**src/rtl/ilim_pkg.sv**
```systemverilog
package ilim_pkg;

  typedef enum logic [2:0] {
    CBC_NEXT,
    CBC_THRESH,
    CBC_NCYC,
    CBC_REPORT,
    CBC_IGNORE
  } cbc_pol_e;

  typedef enum logic [1:0] {
    LK_LATCH,
    LK_RETRY,
    LK_REPORT,
    LK_IGNORE
  } lock_pol_e;

  function automatic cbc_pol_e decode_cbc(input logic [3:0] m);
    cbc_pol_e p;
    casez (m)
      4'b000?: p = CBC_NEXT;
      4'b001?: p = CBC_THRESH;
      4'b010?: p = CBC_NCYC;
      4'b0110: p = CBC_REPORT;
      default: p = CBC_IGNORE;
    endcase
    return p;
  endfunction

  function automatic lock_pol_e decode_lock(input logic [3:0] m);
    lock_pol_e p;
    casez (m)
      4'b00??: p = LK_LATCH;
      4'b01??: p = LK_RETRY;
      4'b1000: p = LK_REPORT;
      default: p = LK_IGNORE;
    endcase
    return p;
  endfunction

endpackage

```
**src/rtl/ilim_qual.sv**
```systemverilog
module ilim_qual #(
  parameter int BLANK_CYC = 250,
  parameter int DGL_CYC   = 750
) (
  input  logic clk,
  input  logic rst_n,
  input  logic sw_edge,
  input  logic raw,
  output logic qual
);
  localparam int BW = $clog2(BLANK_CYC + 1);
  localparam int DW = $clog2(DGL_CYC + 1);

  logic [BW-1:0] blank_cnt;
  logic [DW-1:0] dgl_cnt;
  logic          blanking;

  assign blanking = sw_edge || (blank_cnt != '0);

  always_ff @(posedge clk or negedge rst_n) begin
    if (!rst_n) begin
      blank_cnt <= '0;
    end else if (sw_edge) begin
      blank_cnt <= BW'(BLANK_CYC);
    end else if (blank_cnt != '0) begin
      blank_cnt <= blank_cnt - 1'b1;
    end
  end

  always_ff @(posedge clk or negedge rst_n) begin
    if (!rst_n) begin
      dgl_cnt <= '0;
    end else if (blanking || !raw) begin
      dgl_cnt <= '0;
    end else if (dgl_cnt != DW'(DGL_CYC)) begin
      dgl_cnt <= dgl_cnt + 1'b1;
    end
  end

  assign qual = (dgl_cnt == DW'(DGL_CYC));


  blank_mask_chk: assert property (@(posedge clk) disable iff (!rst_n)
    blanking |=> !qual);


  raw_held_chk: assert property (@(posedge clk) disable iff (!rst_n)
    qual |-> $past(raw));

endmodule

```
**src/rtl/ilim_cbc_policy.sv**
```systemverilog
module ilim_cbc_policy
  import ilim_pkg::*;
#(
  parameter int N_CYC = 4
) (
  input  logic       clk,
  input  logic       rst_n,
  input  logic [3:0] mode,
  input  logic       qual,
  input  logic       cyc_start,
  input  logic       below_thr,
  input  logic       flt_clr,
  output logic       shut,
  output logic       flag
);
  localparam int NW = $clog2(N_CYC + 1);

  cbc_pol_e      pol;
  logic          drives;
  logic          reports;
  logic          trip;
  logic [NW-1:0] cyc_cnt;

  assign pol     = decode_cbc(mode);
  assign drives  = (pol == CBC_NEXT) || (pol == CBC_THRESH) || (pol == CBC_NCYC);
  assign reports = drives || (pol == CBC_REPORT);
  assign trip    = qual && drives;

  always_ff @(posedge clk or negedge rst_n) begin
    if (!rst_n) begin
      shut    <= 1'b0;
      cyc_cnt <= '0;
    end else if (!drives) begin
      shut    <= 1'b0;
      cyc_cnt <= '0;
    end else if (trip) begin
      shut    <= 1'b1;
      cyc_cnt <= '0;
    end else if (shut) begin
      unique case (pol)
        CBC_NEXT:   if (cyc_start) shut <= 1'b0;
        CBC_THRESH: if (below_thr) shut <= 1'b0;
        CBC_NCYC: begin
          if (cyc_start) begin
            if (cyc_cnt == NW'(N_CYC - 1)) begin
              shut    <= 1'b0;
              cyc_cnt <= '0;
            end else begin
              cyc_cnt <= cyc_cnt + 1'b1;
            end
          end
        end
        default: shut <= 1'b0;
      endcase
    end
  end

  always_ff @(posedge clk or negedge rst_n) begin
    if (!rst_n) begin
      flag <= 1'b0;
    end else if (flt_clr) begin
      flag <= 1'b0;
    end else if (qual && reports) begin
      flag <= 1'b1;
    end
  end


  next_cycle_recover_chk: assert property (@(posedge clk) disable iff (!rst_n)
    (shut && cyc_start && !qual && pol == CBC_NEXT) |=> !shut);


  ncyc_bound_chk: assert property (@(posedge clk) disable iff (!rst_n)
    cyc_cnt < NW'(N_CYC));

endmodule

```
**src/rtl/ilim_lock_policy.sv**
```systemverilog
module ilim_lock_policy
  import ilim_pkg::*;
#(
  parameter int RETRY_CYC = 25000
) (
  input  logic       clk,
  input  logic       rst_n,
  input  logic [3:0] mode,
  input  logic       qual,
  input  logic       flt_clr,
  output logic       shut,
  output logic       latched,
  output logic       flag
);
  localparam int RW = $clog2(RETRY_CYC + 1);

  lock_pol_e     pol;
  logic          reports;
  logic          retry_off;
  logic [RW-1:0] retry_cnt;

  assign pol     = decode_lock(mode);
  assign reports = (pol == LK_LATCH) || (pol == LK_RETRY) || (pol == LK_REPORT);

  always_ff @(posedge clk or negedge rst_n) begin
    if (!rst_n) begin
      latched <= 1'b0;
    end else if (flt_clr) begin
      latched <= 1'b0;
    end else if (qual && pol == LK_LATCH) begin
      latched <= 1'b1;
    end
  end

  always_ff @(posedge clk or negedge rst_n) begin
    if (!rst_n) begin
      retry_off <= 1'b0;
      retry_cnt <= '0;
    end else if (pol != LK_RETRY) begin
      retry_off <= 1'b0;
      retry_cnt <= '0;
    end else if (qual) begin
      retry_off <= 1'b1;
      retry_cnt <= '0;
    end else if (retry_off) begin
      if (retry_cnt == RW'(RETRY_CYC - 1)) begin
        retry_off <= 1'b0;
        retry_cnt <= '0;
      end else begin
        retry_cnt <= retry_cnt + 1'b1;
      end
    end
  end

  always_ff @(posedge clk or negedge rst_n) begin
    if (!rst_n) begin
      flag <= 1'b0;
    end else if (flt_clr) begin
      flag <= 1'b0;
    end else if (qual && reports) begin
      flag <= 1'b1;
    end
  end

  assign shut = latched || retry_off;


  latch_hold_chk: assert property (@(posedge clk) disable iff (!rst_n)
    (latched && !flt_clr) |=> latched);


  retry_bound_chk: assert property (@(posedge clk) disable iff (!rst_n)
    retry_cnt < RW'(RETRY_CYC));

endmodule

```
**src/rtl/ilim_fault_ctrl.sv**
```systemverilog
module ilim_fault_ctrl #(
  parameter int BLANK_CYC = 250,
  parameter int DGL_CYC   = 750,
  parameter int N_CYC     = 4,
  parameter int RETRY_CYC = 25000
) (
  input  logic       clk,
  input  logic       rst_n,
  input  logic       sw_edge,
  input  logic       cyc_start,
  input  logic       cbc_raw,
  input  logic       cbc_below,
  input  logic       lock_raw,
  input  logic [3:0] cbc_mode,
  input  logic [3:0] lock_mode,
  input  logic       flt_clr,
  output logic       gate_en,
  output logic       cbc_flag,
  output logic       lock_flag,
  output logic       lock_latched
);
  localparam int NSRC = 2;

  logic [NSRC-1:0] raw_vec;
  logic [NSRC-1:0] qual_vec;
  logic            cbc_shut;
  logic            lock_shut;

  assign raw_vec = {lock_raw, cbc_raw};

  for (genvar g = 0; g < NSRC; g++) begin : g_qual
    ilim_qual #(
      .BLANK_CYC(BLANK_CYC),
      .DGL_CYC  (DGL_CYC)
    ) i_qual (
      .clk    (clk),
      .rst_n  (rst_n),
      .sw_edge(sw_edge),
      .raw    (raw_vec[g]),
      .qual   (qual_vec[g])
    );
  end

  ilim_cbc_policy #(.N_CYC(N_CYC)) i_cbc (
    .clk      (clk),
    .rst_n    (rst_n),
    .mode     (cbc_mode),
    .qual     (qual_vec[0]),
    .cyc_start(cyc_start),
    .below_thr(cbc_below),
    .flt_clr  (flt_clr),
    .shut     (cbc_shut),
    .flag     (cbc_flag)
  );

  ilim_lock_policy #(.RETRY_CYC(RETRY_CYC)) i_lock (
    .clk    (clk),
    .rst_n  (rst_n),
    .mode   (lock_mode),
    .qual   (qual_vec[1]),
    .flt_clr(flt_clr),
    .shut   (lock_shut),
    .latched(lock_latched),
    .flag   (lock_flag)
  );

  assign gate_en = !(cbc_shut || lock_shut);


  clear_wins_chk: assert property (@(posedge clk) disable iff (!rst_n)
    flt_clr |=> (!cbc_flag && !lock_flag && !lock_latched));

endmodule

```
**config.mk**
```make
export PLATFORM = sky130hd
export DESIGN_NAME = ilim_fault_ctrl
export DESIGN_NICKNAME = d
export VERILOG_FILES = /design/src/rtl/ilim_pkg.sv /design/src/rtl/ilim_qual.sv /design/src/rtl/ilim_cbc_policy.sv /design/src/rtl/ilim_lock_policy.sv /design/src/rtl/ilim_fault_ctrl.sv
export SDC_FILE = /design/constraint.sdc
export NUM_CORES = 1
export LEC_CHECK = 0
export BUFFER_PORTS_ARGS = -buffer_cell sky130_fd_sc_hd__clkbuf_2
export CORE_MARGIN = 2
export CORE_UTILIZATION = 55
export CTS_CLUSTER_DIAMETER = 30
export DETAILED_ROUTE_END_ITERATION = 16
export HOLD_SLACK_MARGIN = 0.15
export MAX_ROUTING_LAYER = met4
export PLACE_DENSITY = 0.73
export SLEW_MARGIN = 20
export SYNTH_ARGS = -nofsm -noshare
export SYNTH_HDL_FRONTEND = slang
export SYNTH_SLANG_ARGS = --single-unit
```
**constraint.sdc**
```tcl
create_clock -name clk -period 4.5 [get_ports clk]
set_clock_uncertainty 0.2 [all_clocks]
set_input_delay 0.9 -clock clk [delete_from_list [all_inputs] [get_ports clk]]
set_output_delay 0.9 -clock clk [all_outputs]
set_load 0.02 [all_outputs]
```
==> parameters.txt, run 1 <==
Parameter                              Value

Outcome
  Run status    finished clean

Global route
  Total global routing overflow    0
  Largest net degree at the start of global routing    34
  Total routing usage reported by global routing    0.216
  Via count of the first global-routing pass    2258
  Global-route wire length before repair    10.1 mm
  Initial antenna violation count    0

Finish
  Core occupancy in the finished layout    0.654
  Area of combinational cells with multiple inputs    1470 sq um
  Fill cell count    440
  Final net count    364
  Register cell area after layout    1480 sq um
  Fraction of layout cells with a size suffix above 1    0.113
  Antenna diode instance count    0
  Area overhead of the layout relative to synthesis    13.2%

Synthesis
  FF+latch count, synth    59
  Count of flip-flops with a built-in enable after synthesis    0
  Post-synthesis cell count    312
  FFs w/ async S/R, synth    1.00
  Yosys warns    0
  Proportion of synthesized chip area in sequential cells    0.491
  Syn nets    336
  Total standard cell area after synthesis    3010 sq um
  Yosys cell types    41
  Mean instance size in the synthesized netlist    9.64 sq um
  Primary flip-flop cell chosen by synthesis mapping    sky130_fd_sc_hd__dfrtp_1

STA
  Number of hold violations in the final report    0
  Slew headroom    0.377
  Final count of pins violating max slew    0
  Worst-case setup margin in the final layout    2.07 ns
  Final hold slack    0.300 ns
  Maximum operating frequency    0.412 GHz
  Number of setup violations in the final report    0
  Min Tclk post-route    2.43 ns
  Transition time at the pin with the least slew margin    0.925 ns
  Sum of negative setup slack    0 ns
  Setup repair after global routing missed its margin    false
  Period Utilization, post-route    0.539

Floorplan
  Starting utilization of the core area    0.578
  # IOs    20
  Die X-Extent    78.0 um
  Chip Height    78.0 um
  Core Area    5200 sq um
  Row Count    26
  Full die area    6080 sq um

CTS
  Level count of the clock H-tree    3
  # hold bufs at CTS    0
  Clock transition at the registers of the reported paths    0.06 ns
  CTS buffer count    9
  Clock insertion delay at the later pin of the skew report    0.33 ns
  CTS tree    done
  Clk buf depth    2
  Post-CTS setup buffer count    0
  CTS root buffer    sky130_fd_sc_hd__clkbuf_8
  Clock tree sinks    59
  Post-cts resize count    0

Detailed routing
  Total number of vias    2313
  DRC violations left    0
  Avg WL per Cell    13.3 um
  Routed vias/inst    5.57
  Routed Antenna Nets    0
  Router iterations before antenna repair    4
  Routed wire length    5.52 mm
  Drt initial violations    140

Pwr
  Power density over the cells    330 nW/um^2
  Leakage power    1.38 nW
  Post-layout power    1.12 mW
  Peak supply drop    0.212 mV

Setup path
  Slack of the worst reg-to-reg path    2.12 ns
  Crit path buffers/inverters    1
  End of the worst register-to-register path    g_qual[1].i_qual.dgl_cnt[3]
  CP Cell Sequence    nor3_1, clkbuf_2
  Startpoint type of the worst setup path    flop
  Start of the worst register-to-register path    g_qual[1].i_qual.blank_cnt[0]
  Top fanout value on the critical path    14
  Arrival time worst endpoint    1.33 ns
  Depth of the critical timing path with buffers and inverters included    2
  Slowest stage delay, CP    0.53 ns
  Critical-path cell with the highest stage delay    sky130_fd_sc_hd__dfrtp_1
  Category of the worst setup path capture point    output pin
  Critical Setup Path Class    flop to output pin
  Number of cell instances on the worst register-to-register path    6
  Required time at the endpoint of the critical path    3.40 ns
  Kind of cell with the highest combined delay on the critical path    flip-flops

Placement
  Worst Setup Slack post-DPL    2.11 ns
  Final weighted congestion in routability-driven placement    0.880
  Buffers added on ports    19
  Sum of net half-perimeters after detailed placement    3.84 mm

Hold path
  Worst hold path type    flop to flop
  Worst hold path startpoint    i_lock.flag
  Hold-critical path endpoint    i_lock.flag
  Instance count along the most critical hold path    2

Run
  Number of max-cap violations    0
-- sequential cells by signal (all words and copies together), names as in the netlist --
| name | flops |
|---|---|
| i_lock.retry_off | 1 |
| i_lock.retry_cnt | 15 |
| i_lock.latched | 1 |
| i_cbc.cyc_cnt | 3 |
| i_cbc.shut | 1 |
| g_qual.i_qual.blank_cnt | 16 |
| i_cbc.flag | 1 |
| i_lock.flag | 1 |
| g_qual.i_qual.dgl_cnt | 20 |
-- layout by cell type, fill, tap and decap left out, types with 2 or more instances in the layout --
master	n
sky130_fd_sc_hd__mux2i_1	4
sky130_fd_sc_hd__nor4_1	3
sky130_fd_sc_hd__inv_1	13
sky130_fd_sc_hd__bufinv_16	2
sky130_fd_sc_hd__a31oi_1	2
sky130_fd_sc_hd__a211oi_1	3
sky130_fd_sc_hd__nand4_1	8
sky130_fd_sc_hd__or4_1	4
sky130_fd_sc_hd__o21ai_1	3
sky130_fd_sc_hd__nand2_1	14
sky130_fd_sc_hd__and3_1	9
sky130_fd_sc_hd__or3_1	9
sky130_fd_sc_hd__ha_1	8
sky130_fd_sc_hd__nand4b_1	3
sky130_fd_sc_hd__xor2_1	13
sky130_fd_sc_hd__a41oi_1	2
sky130_fd_sc_hd__clkbuf_2	19
sky130_fd_sc_hd__xnor2_1	7
sky130_fd_sc_hd__nor3_1	11
sky130_fd_sc_hd__nand2b_1	9
sky130_fd_sc_hd__dfrtp_1	59
sky130_fd_sc_hd__or3b_1	3
sky130_fd_sc_hd__nand3_1	17
sky130_fd_sc_hd__a21oi_1	26
sky130_fd_sc_hd__o21ai_0	10
sky130_fd_sc_hd__nand3b_1	2
sky130_fd_sc_hd__a211o_1	4
sky130_fd_sc_hd__o31ai_1	3
sky130_fd_sc_hd__clkbuf_1	2
sky130_fd_sc_hd__clkbuf_8	10
sky130_fd_sc_hd__nor2_1	46
sky130_fd_sc_hd__nor3b_1	2
-- synthesized netlist by cell type, drive strengths merged, types with 4 or more instances --
cell / count / area, sq um
nor2: 46 / 173
a21oi: 26 / 130
xor2: 13 / 114
a211o: 4 / 35.0
xnor2: 7 / 61.3
nor4: 4 / 40.0
inv: 13 / 48.8
nand3: 17 / 85.1
or4: 4 / 30.0
ha: 8 / 100
and3: 9 / 56.3
or3: 9 / 56.3
o21ai: 13 / 65.1
dfrtp: 59 / 1480
nand2b: 9 / 56.3
nand4: 8 / 50.1
mux2i: 4 / 40.0
nor3: 11 / 55.1
nand2: 14 / 52.6
-- where the power goes --
| part | internal, mW | switching (mW) | total (mW) |
|---|---|---|---|
| combinational | 0.0199 | 0.0321 | 0.0520 |
| clock | 0.327 | 0.199 | 0.526 |
| sequential | 0.538 | 0.00681 | 0.545 |
-- layout make-up --
type,count,share of cell area
Inverter,13,0.0143
Sequential cell,59,0.434
Tap cell,70,0.0257
Timing Repair Buffer,20,0.0301
Clock inverter,4,0.0217
Clock buffer,12,0.0426
Multi-Input combinational cell,237,0.432
-- kinds of logic (layout without fill, tap and decap cells) --
group,Yosys count,count (layout),synth area share
buffers and inverters,16,49,0.0200
AOI/OAI and AO/OA,56,56,0.110
xor gates and xnor gates,20,20,0.0582
muxes,5,5,0.0171
adders and majority gates,8,8,0.0333
DFF,59,59,0.491
and+or+nand+nor,148,148,0.271
-- through the flow --
step / area (sq um) / instances
2_1_floorplan: 3010 / 312
3_5_place_dp: 3190 / 399
4_1_cts: 3410 / 415
6_report: 3410 / 415
5_1_grt: 3410 / 415
3_3_place_gp: 3190 / 399
-- metal layers --
metal	GRT usage	up-vias	part of all wire	wire length [um]
met3	0.0744	2	0.035	196
met2	0.328	32	0.48	2670
met4	0.0421	0	0.0024	13
li1	-	1175	-	-
met5	-	-	0	0
met1	0.284	1104	0.48	2650
-- how the worst max path moves through the flow --
stage,from,endpoint,slack [ns]
6_report,i_lock.retry_off,gate_en,2.07
5_1_grt,g_qual[1].i_qual.blank_cnt[0],g_qual[1].i_qual.dgl_cnt[3],1.88
4_1_cts,i_lock.retry_off,gate_en,2.05
3_5_place_dp,g_qual[1].i_qual.blank_cnt[0],g_qual[1].i_qual.dgl_cnt[3],2.11
3_3_place_gp,g_qual[1].i_qual.blank_cnt[0],g_qual[1].i_qual.dgl_cnt[3],2.20
2_1_floorplan,i_lock.retry_off,gate_en,2.31
-- worst reg2reg max path, cell delays in order (launching register included) --
cell	delay (ns)
sky130_fd_sc_hd__dfrtp_1	0.37
sky130_fd_sc_hd__inv_1	0.08
sky130_fd_sc_hd__ha_1	0.18
sky130_fd_sc_hd__or3b_1	0.44
sky130_fd_sc_hd__nor4b_4	0.47
sky130_fd_sc_hd__nand3b_2	0.28
sky130_fd_sc_hd__a211oi_1	0.25
Power figures use the tool's default switching activity.
==> run 2: changes to the inputs <==
- ABC_AREA: unset -> 1
- PLACE_DENSITY: 0.73 -> 0.76
- clock period: 4.5 -> 1.9 ns (I/O delays scaled with it)
==> run 2 against run 1 <==
Effect of this change: worst setup slack lost 2.0 ns; cell area grew 14%; sequential power grew 140%; die area grew 13%; hold slack lost 0.12 ns; sequential share of layout area shrank 5.3 points; via count grew 29%; synthesized area grew 14%; flip-flop and latch count is the same; core utilization shrank 0.22 points; critical path depth is the same; critical path type unchanged; largest cell class is now multi-input combinational cells.
==> parameters.txt, run 2 <==
Parameter                              Value

Outcome
  Run status    finished clean

Pwr
  Post-layout power    2.70 mW
  Part of the power in registers    0.480
  Internal power contribution    2.08 mW
  Net load switching power    0.624 mW
  Power density over the cells    695 nW/um^2
  Part of the total power dissipated in the clock network    0.454
  Comb pwr share    0.067
  Peak supply drop    0.427 mV
  Leakage power    1.75 nW
  Fraction of power spent switching nets    0.231

Detailed routing
  Drt initial violations    204
  Routed vias/inst    5.39
  Routed wire length    7.04 mm
  DRC violations left    0
  Avg WL per Cell    12.7 um
  Total number of vias    2992
  Routed Antenna Nets    0
  Router iterations before antenna repair    4

Synthesis
  Post-synthesis mux area share    0
  Adder-cell share of the synthesized area    0.0292
  Compound-cell area share of the yosys netlist    0.110
  Simple-gate share of the synthesized area    0.328
  Dominant cell by count in the synthesized netlist    sky130_fd_sc_hd__nand2_1
  Cell types with the highest counts after synthesis    sky130_fd_sc_hd__nand2_1, sky130_fd_sc_hd__dfrtp_1, sky130_fd_sc_hd__inv_1
  FF+latch count, synth    59
  Yosys warns    0
  Count of flip-flops with a built-in enable after synthesis    0
  Primary flip-flop cell chosen by synthesis mapping    sky130_fd_sc_hd__dfrtp_1
  Cell accounting for the most synthesized area    sky130_fd_sc_hd__dfrtp_1
  Proportion of synthesized chip area in sequential cells    0.431
  Syn nets    464
  Total standard cell area after synthesis    3430 sq um
  Synth top area share    0.431
  Area contributors post-synth    sky130_fd_sc_hd__dfrtp_1, sky130_fd_sc_hd__nand2_1, sky130_fd_sc_hd__inv_1, sky130_fd_sc_hd__nor2_1, sky130_fd_sc_hd__nand3_1
  Synth Area in XOR/XNOR    0.0230
  FFs w/ async S/R, synth    1.00
  Mean instance size in the synthesized netlist    7.79 sq um
  Post-synthesis cell count    440
  Largest family of logic cells by synthesized area    simple AND/OR/NAND/NOR gates
  Yosys cell types    44

Floorplan
  # IOs    20
  Core Area    5960 sq um
  Starting utilization of the core area    0.575
  Row Count    28
  Die X-Extent    82.9 um
  Chip Height    82.9 um
  Full die area    6880 sq um

STA
  Number of setup violations in the final report    0
  Min Tclk post-route    1.82 ns
  Number of hold violations in the final report    0
  Period Utilization, post-route    0.958
  Transition time at the pin with the least slew margin    0.442 ns
  Final hold slack    0.177 ns
  Final count of pins violating max slew    0
  Setup repair after global routing missed its margin    false
  Sum of negative setup slack    0 ns
  Maximum operating frequency    0.549 GHz
  Slew headroom    0.705

CTS
  Clock tree sinks    59
  Clock transition at the registers of the reported paths    0.07 ns
  CTS buffer count    9
  Level count of the clock H-tree    3
  Clock insertion delay at the later pin of the skew report    0.33 ns
  CTS root buffer    sky130_fd_sc_hd__clkbuf_8
  Clk buf depth    2
  CTS tree    done

Global route
  Total global routing overflow    0
  Largest net degree at the start of global routing    45
  Via count of the first global-routing pass    3008
  Total routing usage reported by global routing    0.229
  Global-route wire length before repair    12.8 mm
  Initial antenna violation count    0

Setup path
  Startpoint type of the worst setup path    flop
  Top fanout value on the critical path    8
  Category of the worst setup path capture point    output pin
  CP Cell Sequence    nor3_1, clkbuf_2
  Required time at the endpoint of the critical path    1.32 ns
  Critical Setup Path Class    flop to output pin
  Start of the worst register-to-register path    g_qual[1].i_qual.dgl_cnt[0]
  Critical-path cell with the highest stage delay    sky130_fd_sc_hd__dfrtp_2
  Source of the critical timing path    i_lock.retry_off
  Slowest stage delay, CP    0.49 ns
  Arrival time worst endpoint    1.24 ns

Placement
  Final weighted congestion in routability-driven placement    0.974
  Cell count after placement    535
  Buffers added on ports    19
  Sum of net half-perimeters after detailed placement    5.18 mm

Finish
  Number of flip-flops in the largest register    20
  Registers with the most flip-flops    g_qual.i_qual.dgl_cnt: 20 flops, g_qual.i_qual.blank_cnt: 16 flops, i_lock.retry_cnt: 15 flops
  Most used cells in the layout excluding fill and tap cells    sky130_fd_sc_hd__nand2_1, sky130_fd_sc_hd__dfrtp_1, sky130_fd_sc_hd__inv_1, sky130_fd_sc_hd__nor2_1, sky130_fd_sc_hd__nand3_1
  Area overhead of the layout relative to synthesis    13.3%
  Final net count    499
  Most frequent standard cell in the layout excluding fill and tap cells    sky130_fd_sc_hd__nand2_1
  Antenna diode instance count    0
  Layout Cells excl Fill    555
  Core occupancy in the finished layout    0.652
  Fraction of layout cells with a size suffix above 1    0.165
  Most flops, register    g_qual.i_qual.dgl_cnt

Hold path
  Worst hold path type    input port to flop
  Worst hold path startpoint    cbc_mode[3]

Run
  Number of max-cap violations    0
[run 2: worst paths after layout]
check                                              end  slack (ns)  cells after the start
max                                            gate_en        0.08                      2
min                                         i_cbc.shut        0.18                      4
max reg2reg                        i_lock.retry_cnt[7]        0.13                      9
min reg2reg                                 i_cbc.flag        0.31                      2
max in group asynchronous  g_qual[0].i_qual.dgl_cnt[1]        0.60                      3
min in group asynchronous  g_qual[1].i_qual.dgl_cnt[8]        0.32                      2
[run 2: critical path, delay by kind of cell (launching register included)]
family	cells	cell delay, ns
buf+inv	1	0.20
flops	1	0.49
simple gates	1	0.22
[run 2: logic make-up after synthesis]
logic type | Yosys count
AO/OA/AOI/OAI | 67
XOR/XNOR | 9
adder cells (fa/ha/maj) | 8
buffers and inverters | 69
flip-flops | 59
AND/OR/NAND/NOR | 228
[run 2: metal layers]
layer / wire (um) / GRT usage / up-vias
met5: 0 / - / -
met4: 142 / 0.0939 / 0
met2: 3460 / 0.378 / 58
li1: - / - / 1506
met3: 234 / 0.0298 / 15
met1: 3210 / 0.286 / 1413
[run 2: per-stage QoR]
step	area [sq um]	setup WS (ns)
finish	3880	0.0798
global route	3880	0.00179
CTS	3870	0.00174
detailed placement	3640	0.0982
global placement	3640	0.167
floorplan	3430	0.263
[run 2: cell type report]
type | count | area [sq um]
repair buffers | 27 | 173
clock buffers | 11 | 131
flip-flops and latches | 59 | 1480
multi-input cells | 312 | 1680
fillers | 522 | 2070
clock inverters | 5 | 77.6
inverters | 66 | 251
well taps | 75 | 93.8
[run 2: power groups by stage]
stage | Combinational [mW] | Clock, mW | Sequential, mW
CTS | 0.180 | 1.25 | 1.29
global placement | 0.173 | 0 | 1.32
floorplan | 0.103 | 0 | 1.31
global route | 0.208 | 1.31 | 1.30
finish | 0.180 | 1.23 | 1.29
detailed placement | 0.177 | 0 | 1.32
[run 2: what timing repair did]
action / in CTS / in global routing
buffers inserted: 0 / 2
hold buffers: 2 / 0
endpoints found under the setup margin: 0 / 7
gates resized for setup: 0 / 1
endpoints found under the hold margin: 17 / 0
